File: config.mk
export PLATFORM = sky130hd
export DESIGN_NAME = dshot_tx
export DESIGN_NICKNAME = d
export VERILOG_FILES = /design/src/rtl/dshot_tx_pkg.sv /design/src/rtl/dshot_tx_encoder.sv /design/src/rtl/dshot_tx_timebase.sv /design/src/rtl/dshot_tx_lane.sv /design/src/rtl/dshot_tx.sv
export SDC_FILE = /design/constraint.sdc
export NUM_CORES = 1
export LEC_CHECK = 0
export BUFFER_PORTS_ARGS = -buffer_cell sky130_fd_sc_hd__buf_2
export CAP_MARGIN = 20
export CORE_MARGIN = 1
export CORE_UTILIZATION = 35
export CTS_CLUSTER_DIAMETER = 100
export DETAILED_ROUTE_END_ITERATION = 10
export PLACE_DENSITY_LB_ADDON = 0.1
export SKIP_LAST_GASP = 1
export SLEW_MARGIN = 20
export SYNTH_ARGS = -nofsm -noshare
export SYNTH_HDL_FRONTEND = slang
export SYNTH_SLANG_ARGS = --single-unit
File: constraint.sdc
create_clock -name clk -period 66.9 [get_ports clk]
set_input_delay 13.38 -clock clk [delete_from_list [all_inputs] [get_ports clk]]
set_output_delay 13.38 -clock clk [all_outputs]
set_load 0.02 [all_outputs]
File: src/rtl/dshot_tx_pkg.sv
// Package: shared constants and frame assembly for the DShot transmitter.
// Assumes 16-bit frames built from an 11-bit value, a flag and a 4-bit checksum.
package dshot_tx_pkg;
    localparam int FRAME_W   = 16;
    localparam int VAL_W     = 11;
    localparam int NUM_SLOTS = 18;
    localparam int MAX_VAL   = 2047;
    localparam int CMD_LIMIT = 48;
    localparam int PCT_ZERO  = 36;
    localparam int PCT_ONE   = 74;

    // Assemble value and flag into a frame and append the nibble checksum.
    function automatic logic [FRAME_W-1:0] assemble(input logic [VAL_W-1:0] val,
                                                    input logic flag);
        logic [FRAME_W-1:0] f;
        f       = {val, flag, 4'b0000};
        f[3:0]  = f[15:12] ^ f[11:8] ^ f[7:4];
        return f;
    endfunction
endpackage

File: src/rtl/dshot_tx_encoder.sv
// Module: combinational frame encoder.
// Clamps the request, sets the command flag and builds the checksummed frame.
// Assumes IN_W is at least 11 bits.
module dshot_tx_encoder
    import dshot_tx_pkg::*;
#(
    parameter int IN_W = 16
) (
    input  logic [IN_W-1:0]    req,
    output logic [FRAME_W-1:0] frame
);
    logic [VAL_W-1:0] val;
    logic             flag;

    // Clamp the request and decide whether it falls in the command range.
    always_comb begin
        if (req > IN_W'(MAX_VAL)) val = VAL_W'(MAX_VAL);
        else                      val = req[VAL_W-1:0];
        flag  = (val != '0) && (val < VAL_W'(CMD_LIMIT));
        frame = assemble(val, flag);
    end
endmodule

File: src/rtl/dshot_tx_timebase.sv
// Module: shared slot timebase.
// Counts clocks within a slot and slots within a transmission, and latches the
// divisor and both duty thresholds when a start is accepted.
// Assumes div_in is at least 2; a value of 0 is treated as 1.
module dshot_tx_timebase
    import dshot_tx_pkg::*;
#(
    parameter int DIV_W  = 16,
    parameter int SLOT_W = 5
) (
    input  logic              clk,
    input  logic              rst_n,
    input  logic              start,
    input  logic [DIV_W-1:0]  div_in,
    output logic [DIV_W-1:0]  div_q,
    output logic [DIV_W-1:0]  phase,
    output logic [SLOT_W-1:0] slot,
    output logic [DIV_W-1:0]  th0,
    output logic [DIV_W-1:0]  th1,
    output logic              slot_last,
    output logic              busy,
    output logic              done
);
    localparam int PROD_W = DIV_W + 8;

    logic [DIV_W-1:0]  div_eff;
    logic [PROD_W-1:0] p0, p1;

    // Round both high times to the nearest clock from the requested divisor.
    always_comb begin
        div_eff = (div_in == '0) ? DIV_W'(1) : div_in;
        p0 = (PROD_W'(div_eff) * PROD_W'(PCT_ZERO) + PROD_W'(50)) / PROD_W'(100);
        p1 = (PROD_W'(div_eff) * PROD_W'(PCT_ONE)  + PROD_W'(50)) / PROD_W'(100);
    end

    assign slot_last = busy && (phase == div_q - DIV_W'(1));

    // Advance phase and slot, and raise done after the final slot.
    always_ff @(posedge clk) begin
        if (!rst_n) begin
            busy  <= 1'b0;
            done  <= 1'b0;
            phase <= '0;
            slot  <= '0;
            div_q <= DIV_W'(1);
            th0   <= '0;
            th1   <= '0;
        end else begin
            done <= 1'b0;
            if (start) begin
                busy  <= 1'b1;
                phase <= '0;
                slot  <= '0;
                div_q <= div_eff;
                th0   <= p0[DIV_W-1:0];
                th1   <= p1[DIV_W-1:0];
            end else if (busy) begin
                if (slot_last) begin
                    phase <= '0;
                    if (slot == SLOT_W'(NUM_SLOTS - 1)) begin
                        busy <= 1'b0;
                        done <= 1'b1;
                        slot <= '0;
                    end else begin
                        slot <= slot + SLOT_W'(1);
                    end
                end else begin
                    phase <= phase + DIV_W'(1);
                end
            end
        end
    end
endmodule

File: src/rtl/dshot_tx_lane.sv
// Module: one output lane.
// Holds the frame latched at start, shifts it at the end of each data slot and
// drives the line high for the bit's threshold in each data slot.
// Assumes the timebase supplies phase, slot and thresholds.
module dshot_tx_lane
    import dshot_tx_pkg::*;
#(
    parameter int DIV_W  = 16,
    parameter int SLOT_W = 5
) (
    input  logic               clk,
    input  logic               rst_n,
    input  logic               load,
    input  logic [FRAME_W-1:0] frame_in,
    input  logic               en_in,
    input  logic               busy,
    input  logic               slot_last,
    input  logic [SLOT_W-1:0]  slot,
    input  logic [DIV_W-1:0]   phase,
    input  logic [DIV_W-1:0]   th0,
    input  logic [DIV_W-1:0]   th1,
    output logic               line
);
    logic [FRAME_W-1:0] sh_q;
    logic               en_q;
    logic               data_slot;

    assign data_slot = busy && (slot >= SLOT_W'(1)) && (slot <= SLOT_W'(FRAME_W));

    // Latch frame and enable at start; shift after each data slot.
    always_ff @(posedge clk) begin
        if (!rst_n) begin
            sh_q <= '0;
            en_q <= 1'b0;
        end else if (load) begin
            sh_q <= frame_in;
            en_q <= en_in;
        end else if (data_slot && slot_last) begin
            sh_q <= {sh_q[FRAME_W-2:0], 1'b0};
        end
    end

    // Line is high at the start of a data slot until the bit's threshold.
    always_comb begin
        line = en_q && data_slot && (phase < (sh_q[FRAME_W-1] ? th1 : th0));
    end
endmodule

File: src/rtl/dshot_tx.sv
// Module: multi-channel DShot frame transmitter (top).
// Holds per-channel throttle registers and starts one aligned transmission on
// all enabled lanes per accepted trigger. Assumes one clock domain and a
// synchronous active-low reset.
module dshot_tx
    import dshot_tx_pkg::*;
#(
    parameter int NCH   = 4,
    parameter int THR_W = 16,
    parameter int DIV_W = 16,
    localparam int CH_W = (NCH > 1) ? $clog2(NCH) : 1
) (
    input  logic             clk,
    input  logic             rst_n,
    input  logic             wr_en,
    input  logic [CH_W-1:0]  wr_ch,
    input  logic [THR_W-1:0] wr_data,
    input  logic [NCH-1:0]   en_mask,
    input  logic [DIV_W-1:0] bit_div,
    input  logic             trig,
    output logic             busy,
    output logic             done,
    output logic [NCH-1:0]   motor_out
);
    localparam int SLOT_W = $clog2(NUM_SLOTS);

    logic [THR_W-1:0]  thr_q [NCH];
    logic              start;
    logic [DIV_W-1:0]  div_q, phase, th0, th1;
    logic [SLOT_W-1:0] slot;
    logic              slot_last;

    assign start = trig && !busy;

    // Store host writes into the selected throttle register.
    always_ff @(posedge clk) begin
        if (!rst_n) begin
            for (int i = 0; i < NCH; i++) thr_q[i] <= '0;
        end else if (wr_en) begin
            thr_q[wr_ch] <= wr_data;
        end
    end

    dshot_tx_timebase #(.DIV_W(DIV_W), .SLOT_W(SLOT_W)) u_tb (
        .clk(clk), .rst_n(rst_n), .start(start), .div_in(bit_div),
        .div_q(div_q), .phase(phase), .slot(slot), .th0(th0), .th1(th1),
        .slot_last(slot_last), .busy(busy), .done(done)
    );

    for (genvar c = 0; c < NCH; c++) begin : g_lane
        logic [FRAME_W-1:0] frame;

        dshot_tx_encoder #(.IN_W(THR_W)) u_enc (
            .req(thr_q[c]), .frame(frame)
        );

        dshot_tx_lane #(.DIV_W(DIV_W), .SLOT_W(SLOT_W)) u_lane (
            .clk(clk), .rst_n(rst_n), .load(start), .frame_in(frame),
            .en_in(en_mask[c]), .busy(busy), .slot_last(slot_last),
            .slot(slot), .phase(phase), .th0(th0), .th1(th1),
            .line(motor_out[c])
        );
    end
endmodule

==> reports/metrics.csv <==
metric,value,unit
Setup Viol. Count Final,0,
"EDFF count, synth",64,
placed inst area,30700,um^2
final hold violation count,0,
filler cell count,8928,
Worst path slowest cell,nor4_1,
main combinational cell family by area after synthesis,compound AO/OA/AOI/OAI gates,
"Req. time, crit path",67.33,ns
sequential share of the synthesized area,0.159,
number of synthesized register bits,203,
H-Tree Depth,1,
post-layout util,0.378,
# hold bufs at CTS,0,
Via density,6.06,
total wire length,103,mm
status,completed,
CTS Buf Count,26,
Post-DRT Antenna Nets,0,
Yosys warning total,0,
clk_lat worst skew,0.55,ns
CP Buf/Inv Count,4,
proportion of layout cells with a drive suffix above 1,0.0837,
DP HPWL,80.9,mm
Synth Instances,4030,
CTS root buf,clkbuf_16,
prevailing post-synth register cell,dfxtp_1,
Pins Over Slew Limit,0,
first-pass GRT wire length,163,mm
Crit path largest cell delay,0.91,ns
most common cell in the netlist,nand2_1,
"Cell Area, Synth",29600,um^2
total global routing overflow,0,
Core ar.,83600,um^2
Clock Sinks,203,
asr flop ratio synth,0,
DR DRC count,0,
Final Cycle Share,0.530,
xor and xnor area share after synthesis,0.0894,
unrepaired setup endpoints after global routing,no,
post-CTS setup buffers,0,
Resized Gates After CTS,0,
Slew @ Worst Pin,1.07,ns
GRT Resource Usage Total,0.232,
Layout Nets,4133,
row count,106,
max cap viols,0,
Iter 0 DRT Violations,2407,
Pre-Repair DR Iteration Count,5,
Fmax achieved,0.0282,GHz
num ports,48,
area grow syn2layout,6.84,%
syn avg cell area,7.34,um^2
post-route cell area,31600,um^2
I/O Buffers,47,
worst slew margin relative to its limit,0.266,
CP startpoint kind,input port,
GP Congestion,0.935,
Synthesized Nets,4218,
commonest cells in the netlist,"466 x nand2_1, 318 x nor2_1, 248 x a21oi_1",
Netlist cell types,140,
Compound-Gate Fraction of Synth Area,0.309,
Synth Area in Simple Gates,0.289,
Hold Path Class,register to register,
vias,30600,
Starting Density,0.354,
vias in the first global route,28200,
die width,293,um
TritonCTS clock tree,yes,
"Clk pin slew, worst setup/hold paths",0.06,ns
setup tns final,0,ns
peak fanout along the critical path,20,
Adder-Cell Fraction of Synth Area,0.0657,
die height,293,um
area share of the largest cell type after synthesis,0.0941,
Clock Path Buffers,3,
antenna violations before repair,2,
DIE AREA,85600,um^2
Final min period,35.47,ns
Setup CP Type,input port to register,
wire length per cell,20.5,um
hold_ws,0.464,ns
Crit path max-delay family,compound AO/OA/AOI/OAI gates,
Clock Skews,0.0146,ns
post-synthesis mux area share,0.0459,
synth top area cells,"dfxtp_1 9.4%, edfxtp_1 6.5%, xnor2_1 6.1%",
Crit path arrival time,35.90,ns
Setup crit end kind,register,
"area leader, netlist",dfxtp_1,
largest net degree at the start of global routing,79,
[stage by stage]
stage	std cells	worst slack [ns]
after floorplan	4030	35.97
after global placement	4997	31.49
after detailed placement	4997	31.34
after CTS	5045	31.86
after global routing	5046	29.93
final	5046	31.43
[final timing paths]
kind / cells after the start / slack [ns] / end / start
max: 63 / 31.43 / u_tb.th1[0]$_SDFFE_PN0P_ / bit_div[2]
min: 2 / 0.46 / g_lane[2].u_lane.sh_q[0]$_SDFFE_PN0P_ / g_lane[2].u_lane.sh_q[0]$_SDFFE_PN0P_
max reg2reg: 15 / 62.88 / g_lane[3].u_lane.sh_q[4]$_SDFFE_PN0P_ / u_tb.div_q[2]$_SDFFE_PN0P_
min reg2reg: 2 / 0.46 / g_lane[2].u_lane.sh_q[0]$_SDFFE_PN0P_ / g_lane[2].u_lane.sh_q[0]$_SDFFE_PN0P_
[placed cells by master (no fill, tap or decap), drive strengths merged, types with 28 or more instances in the layout]
cell type    n
nand2      466
nor2       323
o21ai      254
a21oi      252
xnor2      207
nor3       155
nand3      148
dfxtp      139
ha         132
mux2i      113
and2       111
buf        103
inv         96
a31oi       96
xor2        92
a211oi      75
and3        74
nor4        74
edfxtp      64
o211ai      62
o21a        52
a21o        44
or3         44
nand4       43
nand2b      42
o31ai       39
nor2b       36
or2         36
o22ai       32
clkbuf      28
[flip-flops by register name, summed over array words and instances, names as in the netlist]
register / count
g_lane.u_lane.en_q: 4
g_lane.u_lane.sh_q: 64
thr_q: 64
u_tb.busy: 1
u_tb.div_q: 16
u_tb.done: 1
u_tb.phase: 16
u_tb.slot: 5
u_tb.th0: 16
u_tb.th1: 16
[layer usage]
layer | track usage | vias up | share of wire
met5 | 0 | - | 0.000097
met4 | 0.0425 | 2 | 0.016
met3 | 0.0178 | 103 | 0.040
met2 | 0.379 | 728 | 0.46
met1 | 0.334 | 14700 | 0.49
li1 | - | 15000 | -
[final cells by class]
cell class              instances  area, um^2  share of cell area
diodes                          1        2.50           0.0000792
clock buffers                  28         668              0.0212
clock inverters                20         201             0.00638
inverters                      96         360              0.0114
multi-input cells            3515       23600               0.748
flip-flops and latches        203        4700               0.149
well taps                    1080        1350              0.0428
repair buffers                103         656              0.0208
[logic make-up after synthesis]
kind of cell | after synthesis
buf+inv | 312
compound gates | 1271
flops | 203
simple gates | 1665
fa+ha+maj | 147
mux | 133
xor+xnor | 299
[tightest hold or removal path: stages, from the launching register on]
cell	delay (ns)
dfxtp_1	0.31
nand3_1	0.06
a21oi_1	0.05
Power is left out: the tool's default activity adds up to more than one toggle a clock period on the data nets, which glitch-free logic cannot reach.
